`src/rtl/pci_mon_pkg.sv`:
```
package pci_mon_pkg;
  localparam int BIT_MST_BROKEN = 13;
  localparam int BIT_TGT_TMO    = 12;
  localparam int BIT_MST_TMO    = 11;
  localparam int BIT_WR_PERR    = 1;

  localparam logic [31:0] IMPL_BITS = (32'd1 << BIT_MST_BROKEN) | (32'd1 << BIT_TGT_TMO)
                                    | (32'd1 << BIT_MST_TMO)    | (32'd1 << BIT_WR_PERR);

  function automatic int max_of3(input int a, input int b, input int c);
    int m;
    m = (a > b) ? a : b;
    return (m > c) ? m : c;
  endfunction
endpackage

```
`src/rtl/pci_mon_stall_cnt.sv`:
```
module pci_mon_stall_cnt #(
  parameter int CNT_W = 5
) (
  input  logic             clk,
  input  logic             rst,
  input  logic             clear,
  input  logic             restart,
  input  logic             run,
  input  logic [CNT_W-1:0] limit,
  output logic             hit
);
  logic [CNT_W-1:0] cnt;

  always_ff @(posedge clk) begin
    if (rst || clear)
      cnt <= '0;
    else if (restart)
      cnt <= run ? CNT_W'(1) : '0;
    else if (run && (cnt < limit))
      cnt <= cnt + CNT_W'(1);
  end

  always_comb begin
    if (!run || clear)
      hit = 1'b0;
    else if (restart)
      hit = (limit == CNT_W'(1));
    else
      hit = (cnt == limit - CNT_W'(1));
  end

  AST_CNT_BOUND: assert property (@(posedge clk) disable iff (rst) cnt <= limit)
    else $error("stall counter passed its limit");
  AST_HIT_ONCE: assert property (@(posedge clk) disable iff (rst) (hit && !restart) |=> !hit)
    else $error("stall counter fired twice in a row");
endmodule

```
`src/rtl/pci_mon_phase.sv`:
```
module pci_mon_phase (
  input  logic clk,
  input  logic rst,
  input  logic busy,
  input  logic phase_end,
  output logic later_phase
);
  always_ff @(posedge clk) begin
    if (rst || !busy)
      later_phase <= 1'b0;
    else if (phase_end)
      later_phase <= 1'b1;
  end

  AST_LATER_NEEDS_BUSY: assert property (@(posedge clk) disable iff (rst) later_phase |-> $past(busy))
    else $error("later phase outside a transaction");
  AST_IDLE_RESETS: assert property (@(posedge clk) disable iff (rst) !busy |=> !later_phase)
    else $error("phase tracker not reset at transaction end");
endmodule

```
`src/rtl/pci_mon_status.sv`:
```
module pci_mon_status #(
  parameter int DATA_W = 32
) (
  input  logic              clk,
  input  logic              rst,
  input  logic              sw_rst,
  input  logic [DATA_W-1:0] set_vec,
  input  logic              clr_we,
  input  logic [DATA_W-1:0] clr_data,
  input  logic              mask_we,
  input  logic [DATA_W-1:0] mask_data,
  output logic [DATA_W-1:0] status,
  output logic              irq
);
  logic [DATA_W-1:0] mask_q;
  logic [DATA_W-1:0] status_d;
  logic [DATA_W-1:0] mask_d;
  logic [DATA_W-1:0] clr_eff;

  always_comb begin
    clr_eff  = clr_we ? clr_data : '0;
    status_d = (status & ~clr_eff) | set_vec;
    mask_d   = mask_we ? mask_data : mask_q;
  end

  always_ff @(posedge clk) begin
    if (rst) begin
      status <= '0;
      mask_q <= '0;
      irq    <= 1'b0;
    end else begin
      mask_q <= mask_d;
      if (sw_rst) begin
        status <= '0;
        irq    <= 1'b0;
      end else begin
        status <= status_d;
        irq    <= |(status_d & mask_d);
      end
    end
  end

  AST_SET_WINS: assert property (@(posedge clk) disable iff (rst || sw_rst)
    (|set_vec) |=> ((status & $past(set_vec)) == $past(set_vec)))
    else $error("set event lost");
  AST_CLR_W1C: assert property (@(posedge clk) disable iff (rst || sw_rst)
    clr_we |=> ((status & $past(clr_data & ~set_vec)) == '0))
    else $error("write-one-to-clear failed");
  AST_IRQ_MATCH: assert property (@(posedge clk) disable iff (rst)
    irq == (|(status & mask_q)))
    else $error("irq out of step with status and mask");
endmodule

```
`src/rtl/pci_stall_monitor.sv`:
```
module pci_stall_monitor
  import pci_mon_pkg::*;
#(
  parameter int DATA_W          = 32,
  parameter int NUM_MASTERS     = 4,
  parameter int GNT_LIMIT       = 16,
  parameter int TGT_FIRST_LIMIT = 16,
  parameter int TGT_LATER_LIMIT = 8,
  parameter int IRDY_LIMIT      = 8
) (
  input  logic                   clk,
  input  logic                   rst,
  input  logic                   sw_rst,
  input  logic [NUM_MASTERS-1:0] gnt,
  input  logic                   local_master,
  input  logic                   wr_cycle,
  input  logic                   frame_n,
  input  logic                   irdy_n,
  input  logic                   trdy_n,
  input  logic                   stop_n,
  input  logic                   perr_n,
  input  logic                   clr_we,
  input  logic [DATA_W-1:0]      clr_data,
  input  logic                   mask_we,
  input  logic [DATA_W-1:0]      mask_data,
  output logic [DATA_W-1:0]      status,
  output logic                   irq
);
  localparam int CNT_W = $clog2(max_of3(GNT_LIMIT, TGT_FIRST_LIMIT, IRDY_LIMIT) + 1);
  localparam logic [CNT_W-1:0] LIM_GNT   = CNT_W'(GNT_LIMIT);
  localparam logic [CNT_W-1:0] LIM_FIRST = CNT_W'(TGT_FIRST_LIMIT);
  localparam logic [CNT_W-1:0] LIM_LATER = CNT_W'(TGT_LATER_LIMIT);
  localparam logic [CNT_W-1:0] LIM_IRDY  = CNT_W'(IRDY_LIMIT);

  logic sclr;
  logic busy;
  logic phase_end;
  logic later_phase;
  logic gnt_any;
  logic gnt_changed;
  logic [NUM_MASTERS-1:0] gnt_q;
  logic hit_gnt, hit_tgt, hit_irdy, hit_perr;
  logic [CNT_W-1:0] tgt_limit;
  logic [DATA_W-1:0] set_vec;

  always_comb begin
    sclr        = rst || sw_rst;
    busy        = !frame_n || !irdy_n;
    phase_end   = busy && ((!irdy_n && !trdy_n) || !stop_n);
    gnt_any     = |gnt;
    gnt_changed = (gnt != gnt_q);
    tgt_limit   = later_phase ? LIM_LATER : LIM_FIRST;
    hit_perr    = busy && wr_cycle && !local_master && !perr_n;
  end

  always_ff @(posedge clk) begin
    if (sclr) gnt_q <= '0;
    else      gnt_q <= gnt;
  end

  pci_mon_phase u_phase (
    .clk(clk), .rst(sclr), .busy(busy), .phase_end(phase_end), .later_phase(later_phase)
  );

  pci_mon_stall_cnt #(.CNT_W(CNT_W)) u_gnt_cnt (
    .clk(clk), .rst(sclr), .clear(!gnt_any || busy), .restart(gnt_changed),
    .run(gnt_any && !busy), .limit(LIM_GNT), .hit(hit_gnt)
  );

  pci_mon_stall_cnt #(.CNT_W(CNT_W)) u_tgt_cnt (
    .clk(clk), .rst(sclr), .clear(!busy || !trdy_n || !stop_n), .restart(1'b0),
    .run(busy && trdy_n && stop_n), .limit(tgt_limit), .hit(hit_tgt)
  );

  pci_mon_stall_cnt #(.CNT_W(CNT_W)) u_irdy_cnt (
    .clk(clk), .rst(sclr), .clear(!busy || !irdy_n), .restart(1'b0),
    .run(busy && irdy_n), .limit(LIM_IRDY), .hit(hit_irdy)
  );

  always_comb begin
    set_vec                 = '0;
    set_vec[BIT_MST_BROKEN] = hit_gnt;
    set_vec[BIT_TGT_TMO]    = hit_tgt;
    set_vec[BIT_MST_TMO]    = hit_irdy;
    set_vec[BIT_WR_PERR]    = hit_perr;
  end

  pci_mon_status #(.DATA_W(DATA_W)) u_status (
    .clk(clk), .rst(rst), .sw_rst(sw_rst), .set_vec(set_vec),
    .clr_we(clr_we), .clr_data(clr_data), .mask_we(mask_we), .mask_data(mask_data),
    .status(status), .irq(irq)
  );

  AST_RSVD_ZERO: assert property (@(posedge clk) disable iff (rst)
    (status & ~DATA_W'(IMPL_BITS)) == '0)
    else $error("reserved status bit set");
  AST_PERR_SRC: assert property (@(posedge clk) disable iff (sclr)
    $rose(status[BIT_WR_PERR]) |-> $past(!perr_n && !local_master && wr_cycle))
    else $error("parity bit set without a foreign write error");
  AST_MB_NEEDS_GNT: assert property (@(posedge clk) disable iff (sclr)
    $rose(status[BIT_MST_BROKEN]) |-> $past(gnt_any && frame_n))
    else $error("master-broken bit set without a grant");
  AST_MT_NEEDS_BUSY: assert property (@(posedge clk) disable iff (sclr)
    $rose(status[BIT_MST_TMO]) |-> $past(busy && irdy_n))
    else $error("master-timeout bit set outside a stall");
endmodule

```
`config.mk`:
```
export PLATFORM = sky130hd
export DESIGN_NAME = pci_stall_monitor
export DESIGN_NICKNAME = d
export VERILOG_FILES = /design/src/rtl/pci_mon_pkg.sv /design/src/rtl/pci_mon_stall_cnt.sv /design/src/rtl/pci_mon_phase.sv /design/src/rtl/pci_mon_status.sv /design/src/rtl/pci_stall_monitor.sv
export SDC_FILE = /design/constraint.sdc
export NUM_CORES = 1
export LEC_CHECK = 0
export BUFFER_PORTS_ARGS = -buffer_cell sky130_fd_sc_hd__buf_2
export CAP_MARGIN = 10
export CELL_PAD_IN_SITES_DETAIL_PLACEMENT = 1
export CELL_PAD_IN_SITES_GLOBAL_PLACEMENT = 1
export CORE_MARGIN = 2
export CORE_UTILIZATION = 37
export CTS_CLUSTER_SIZE = 24
export DETAILED_ROUTE_END_ITERATION = 16
export GPL_ROUTABILITY_DRIVEN = 0
export PLACE_DENSITY = 0.89
export REMOVE_ABC_BUFFERS = 1
export SETUP_SLACK_MARGIN = 0.05
export SLEW_MARGIN = 0
export SYNTH_ARGS = -nofsm -noshare
export SYNTH_HDL_FRONTEND = slang
export SYNTH_SLANG_ARGS = --single-unit
```
`constraint.sdc`:
```
create_clock -name clk -period 2.2 [get_ports clk]
set_input_delay 0.33 -clock clk [delete_from_list [all_inputs] [get_ports clk]]
set_output_delay 0.33 -clock clk [all_outputs]
set_load 0.005 [all_outputs]
```
---- Yosys cells after proc, flatten, opt, wreduce, memory -nomap -nowiden ----
Cells that the tools add are included.
word-level totals
  output and inout port bits .............. 33
  register bits after elaboration ......... 85
  input port bits ......................... 80
  logic and storage cells ................. 74
cells by class
  bitwise operators ....................... 4
  multiplexer cells ....................... 10
  $lt $le $gt $ge ......................... 3
  eq/ne operators ......................... 4
  reduce and logical (&&, ||, !) cells .... 41
  add/subtract/negate cells ............... 4
operators with widths
  operator             number
  $and 32x32->32       2
  $mux 32              2
  $not 32->32          1
  $or 32x14->32        1
  $reduce_or 32->1     1
  $add 5x1->5 const B  3
  $mux 5               3
  $logic_or 1x1->1     14
  $logic_and 1x1->1    12
  $logic_not 1->1      11
  $eq 5x3->1 const B   1
  $eq 5x4->1 const B   1
  $eq 5x5->1           1
  $lt 5x4->1 const B   1
  $lt 5x5->1           1
  $lt 5x5->1 const B   1
  $mux 1               5
  $sub 5x1->5 const B  1
  $ne 4x4->1           1
  $reduce_or 4->1      1
  $reduce_bool 2->1    1
  $reduce_or 2->1      1

---- Longest topological paths before layout ----
  depth in word-level cells ............... 10
  mapped depth ............................ 7
  mapped depth without buffers ............ 7

---- Hierarchy ----
From an unflattened synthesis, not the netlist that was laid out.
unflattened totals
  cells, all modules ...................... 475
  area, all modules ....................... 4279.1 sq um
modules (own cells, without submodules)
  module             area each (sq um)  times used  cells an instance  seq. area each (sq um)
  pci_mon_status     2444.8             1           262                1301.2
  pci_mon_stall_cnt  519.2              3           60                 100.1
  pci_stall_monitor  240.2              1           30                 80.1
  pci_mon_phase      36.3               1           3                  20.0

---- Worst setup path before layout ----
No wires, ideal clock.
  kind .................................... input -> register
  start point ............................. input port mask_we
  end point ............................... register u_status.irq
  slack ................................... 0.403 ns
  stages .................................. 7
  setup time .............................. 0.132 ns
  buffers on the path ..................... 2
  data arrival time ....................... 1.664 ns
  cells stage by stage .................... clkbuf_1 buf_2 mux2_1 a32oi_1 o221ai_1 nor4_1 a31oi_1
between the ends
  longest elaborated chain between the ends .. 3
ends and longest elaborated chain
  item                  RTL line                 source
  start, declared       pci_stall_monitor.sv:24  input logic mask_we,
  $mux 32               pci_mon_status.sv:23     mask_d = mask_we ? mask_data : mask_q;
  $and 32x32->32        pci_mon_status.sv:38     irq <= |(status_d & mask_d);
  $reduce_or 32->1      pci_mon_status.sv:38
  end signal, assigned  pci_mon_status.sv:38
  end, declared         pci_mon_status.sv:13     output logic irq
No other way between the ends.
A chain may end at the register's enable or synchronous reset.

---- Worst setup path after layout ----
  start point ............................. register u_tgt_cnt.cnt[3]
  end point ............................... register u_status.irq
between the ends
  longest elaborated chain between the ends .. 5
ends and longest elaborated chain
  item                    RTL line                 source
  start, declared         pci_mon_stall_cnt.sv:12  logic [CNT_W-1:0] cnt;
  start signal, assigned  pci_mon_stall_cnt.sv:18  cnt <= run ? CNT_W'(1) : '0;
  start signal, assigned  pci_mon_stall_cnt.sv:20  cnt <= cnt + CNT_W'(1);
  $eq 5x5->1              pci_mon_stall_cnt.sv:29  hit = (cnt == limit - CNT_W'(1));
  $mux 1                  pci_mon_stall_cnt.sv:24  if (!run || clear)
  $or 32x14->32           pci_mon_status.sv:22     status_d = (status & ~clr_eff) | set_vec;
  $and 32x32->32          pci_mon_status.sv:38
  $reduce_or 32->1        pci_mon_status.sv:38
No other way between the ends.

==> metrics <==
Routed Antenna Nets=0; clk_lat worst skew=~350 ps; status=finished, final reports clean; Hold Crit Class=input pin to flip-flop; Slew Viols, Final=0; final-report hold violation count=0; DIE WIDTH=~100 µm; total global-route track usage=19.6%; share of the synthesized area in the top cell type=around half; CTS buffer count=9; Initial Util=38.3%; DR iter-0 viols=46; DRC viols=0; antenna cells=0; min cycle time layout=about 1800 ps; core area=around 9000 µm²; Setup Buffers After CTS=0; Post-Synth Simple-Gate Area=between 20 and 25%; Pwr Density=around 700 nW/µm²; pin count of the biggest net entering global routing=24; Post-Synth Adder-Cell Area=under 10%; FF+latch count, synth=85; Total Wirelength=between 9000 and 10,000 µm; # setup viols final=0; hold_sp=gnt[1]; RSZ-0062 raised after global routing=false; WP data required=roughly 2500 ps; post-synthesis sequential area ratio=between 50% and 60%; H-tree depth=3; mux share of post-synthesis cell area=10.7%; Sink Count=85; Fmax achieved=555 MHz; die height=99.3 µm; DR WL/cell=16.4 µm; Root Driver=clkbuf_8; number of global-route vias before repair=3,135; Post-layout nets=~550; cell area after synthesis=between 3000 and 4000 µm²; crit path kind=flip-flop to flip-flop; XOR/XNOR Fraction of Synth Area=under 10%; area of the multi-input gates=1590 µm²; Synth cell types=40; Synth area leader=dfxtp_1; Crit Path Max Fanout=2; flop-to-flop setup slack=400 ps; Worst Tran Pin Value=slightly below 700 ps; critical path launch point type=flip-flop; I/O pins=roughly 110; clk buf depth=2; Post-DP HPWL=around 7400 µm; first-pass GRT wire length=between 15,000 and 20,000 µm; Reg2Reg Depth=7; Crit. End Element=flip-flop; Syn Area/Cell=between 9 and 10 µm²; Tcrit/Tclk final=about four fifths; Die Area=between 9000 and 10,000 µm²; Layout area overhead=27.8%; via count=approximately 2,900; Final TNS setup=0 ps; main combinational cell family by area after synthesis=simple AND/OR/NAND/NOR gates; peak supply drop=between 0.0003 and 0.0004 V; Leak=around 2 nW; leading cell type in the layout, fill and taps excluded=buf_2; final design utilization=between 40% and 50%; Slew HR=54.4%; GR Overflow Total=0; Worst Path Arrival=between 2000 and 2500 ps; Hold Buf Count CTS=0; register area=~1700 µm²; Rows=34; leading cell types in the layout, fill and taps excluded=112 x buf_2, 85 x dfxtp_1, 57 x nor2_1; Design Power=approximately 0.003 W; WHS Path Cells=2; YS warnings=0; R2R Path End=u_status.irq; Compound-Gate Fraction of Synth Area=6.67%; hold worst-path end=gnt_q[1]; max_cap viols=0; fillcell total=approximately 1,100; worst r2r src=u_tgt_cnt.cnt[3]; Synth Instances=347; share of layout cells above drive strength 1=between 30% and 40%; CTS tree=yes; drt first pass iters=4; initial antenna violation count=0; Worst-path clk slew=90 ps; clock skew=12.9 ps; leading post-synthesis cells by cell area=dfxtp_1 51%, nor2_1 6.4%, mux2i_1 6.0%, nand2_1 4.9%, nor2b_1 2.8%; Port Buffers=112; post_cts resized=0; vias per inst=5.00
[registers in the layout (all words and copies together) (netlist names)]
register and flops:
u_gnt_cnt.cnt 5, gnt_q 4, u_status.status 32, u_status.irq 1
u_phase.later_phase 1, u_tgt_cnt.cnt 5, u_status.mask_q 32, u_irdy_cnt.cnt 5
[routing by layer]
| layer | vias up | global-route usage [%] | share of wire, % |
|---|---|---|---|
| met3 | 10 | 3.58 | 5.0 |
| met5 | - | 0 | 0 |
| li1 | 1417 | - | - |
| met2 | 77 | 35.8 | 51 |
| met4 | 0 | 7.06 | 1.4 |
| met1 | 1387 | 22.8 | 42 |
[worst max-delay path: stages, from the launching register on]
cell and delay [ps]:
dfxtp_1 340, inv_1 70, ha_1 270, nor4bb_1 330, a41oi_1 230, nor2_1 260
a2111oi_4 70, a31oi_1 170
[Yosys cell counts (all sizes together)]
library cell	number
mux2	14
inv	3
nand3b	3
buf	4
nand2b	1
a21oi	2
nand4	4
a21boi	4
xnor2	3
or2	1
dfxtp	85
nor4	3
nor4b	2
a41oi	2
nor2b	16
and2	8
mux2i	20
nand3	11
clkbuf	10
a32oi	5
and3	13
nor4bb	1
a211oi	1
a2111oi	1
xor2	10
nand2	45
a32o	1
o2111ai	3
a31oi	1
nor2	57
ha	6
o221ai	3
o22ai	2
o21ai	1
or4	1
[cells by family after synthesis]
logic type,count (synthesis)
AO/OA/AOI/OAI,26
flip-flops,85
buffers and inverters,17
adder cells (fa/ha/maj),6
multiplexers,34
XOR/XNOR,13
AND/OR/NAND/NOR,166
[metrics by stage]
| step | instance area [µm²] | std cells | setup slack (ps) | hold slack [ps] |
|---|---|---|---|---|
| 2_1_floorplan | 3300 | 333 | 438 | 402 |
| 3_3_place_gp | 4070 | 562 | 226 | 445 |
| 3_5_place_dp | 4070 | 562 | 185 | 460 |
| 4_1_cts | 4290 | 578 | 392 | 223 |
| 5_1_grt | 4290 | 578 | 269 | 227 |
| 6_report | 4290 | 578 | 398 | 242 |
[power breakdown]
part,switching (W),total [W],leakage [nW],internal (W)
registers,0.0000124,0.00159,0.692,0.00158
clock network,0.000545,0.00122,0.108,0.000675
logic,0.000143,0.000274,1.21,0.000131
total,0.000700,0.00308,2.01,0.00238
[layout make-up]
cell class / instances / share of cell area (%)
clock buffer: 13 / 3.47
clock inverter: 3 / 1.60
inverter: 3 / 0.262
multi-input combinational: 245 / 36.9
sequential: 85 / 39.7
tap: 108 / 3.15
timing repair buffer: 121 / 14.9
[how the worst max path moves through the flow]
stage / startpoint / cells past startpoint / endpoint / slack [ps]
detailed placement: mask_we / 7 / u_status.irq / 190
finish: u_tgt_cnt.cnt[3] / 7 / u_status.irq / 400
global route: u_tgt_cnt.cnt[4] / 6 / u_tgt_cnt.cnt[3] / 270
global placement: gnt[0] / 6 / u_status.irq / 230
CTS: u_tgt_cnt.cnt[3] / 7 / u_status.irq / 390
floorplan: gnt[0] / 5 / u_status.irq / 440
(Power assumes the default switching activity.)
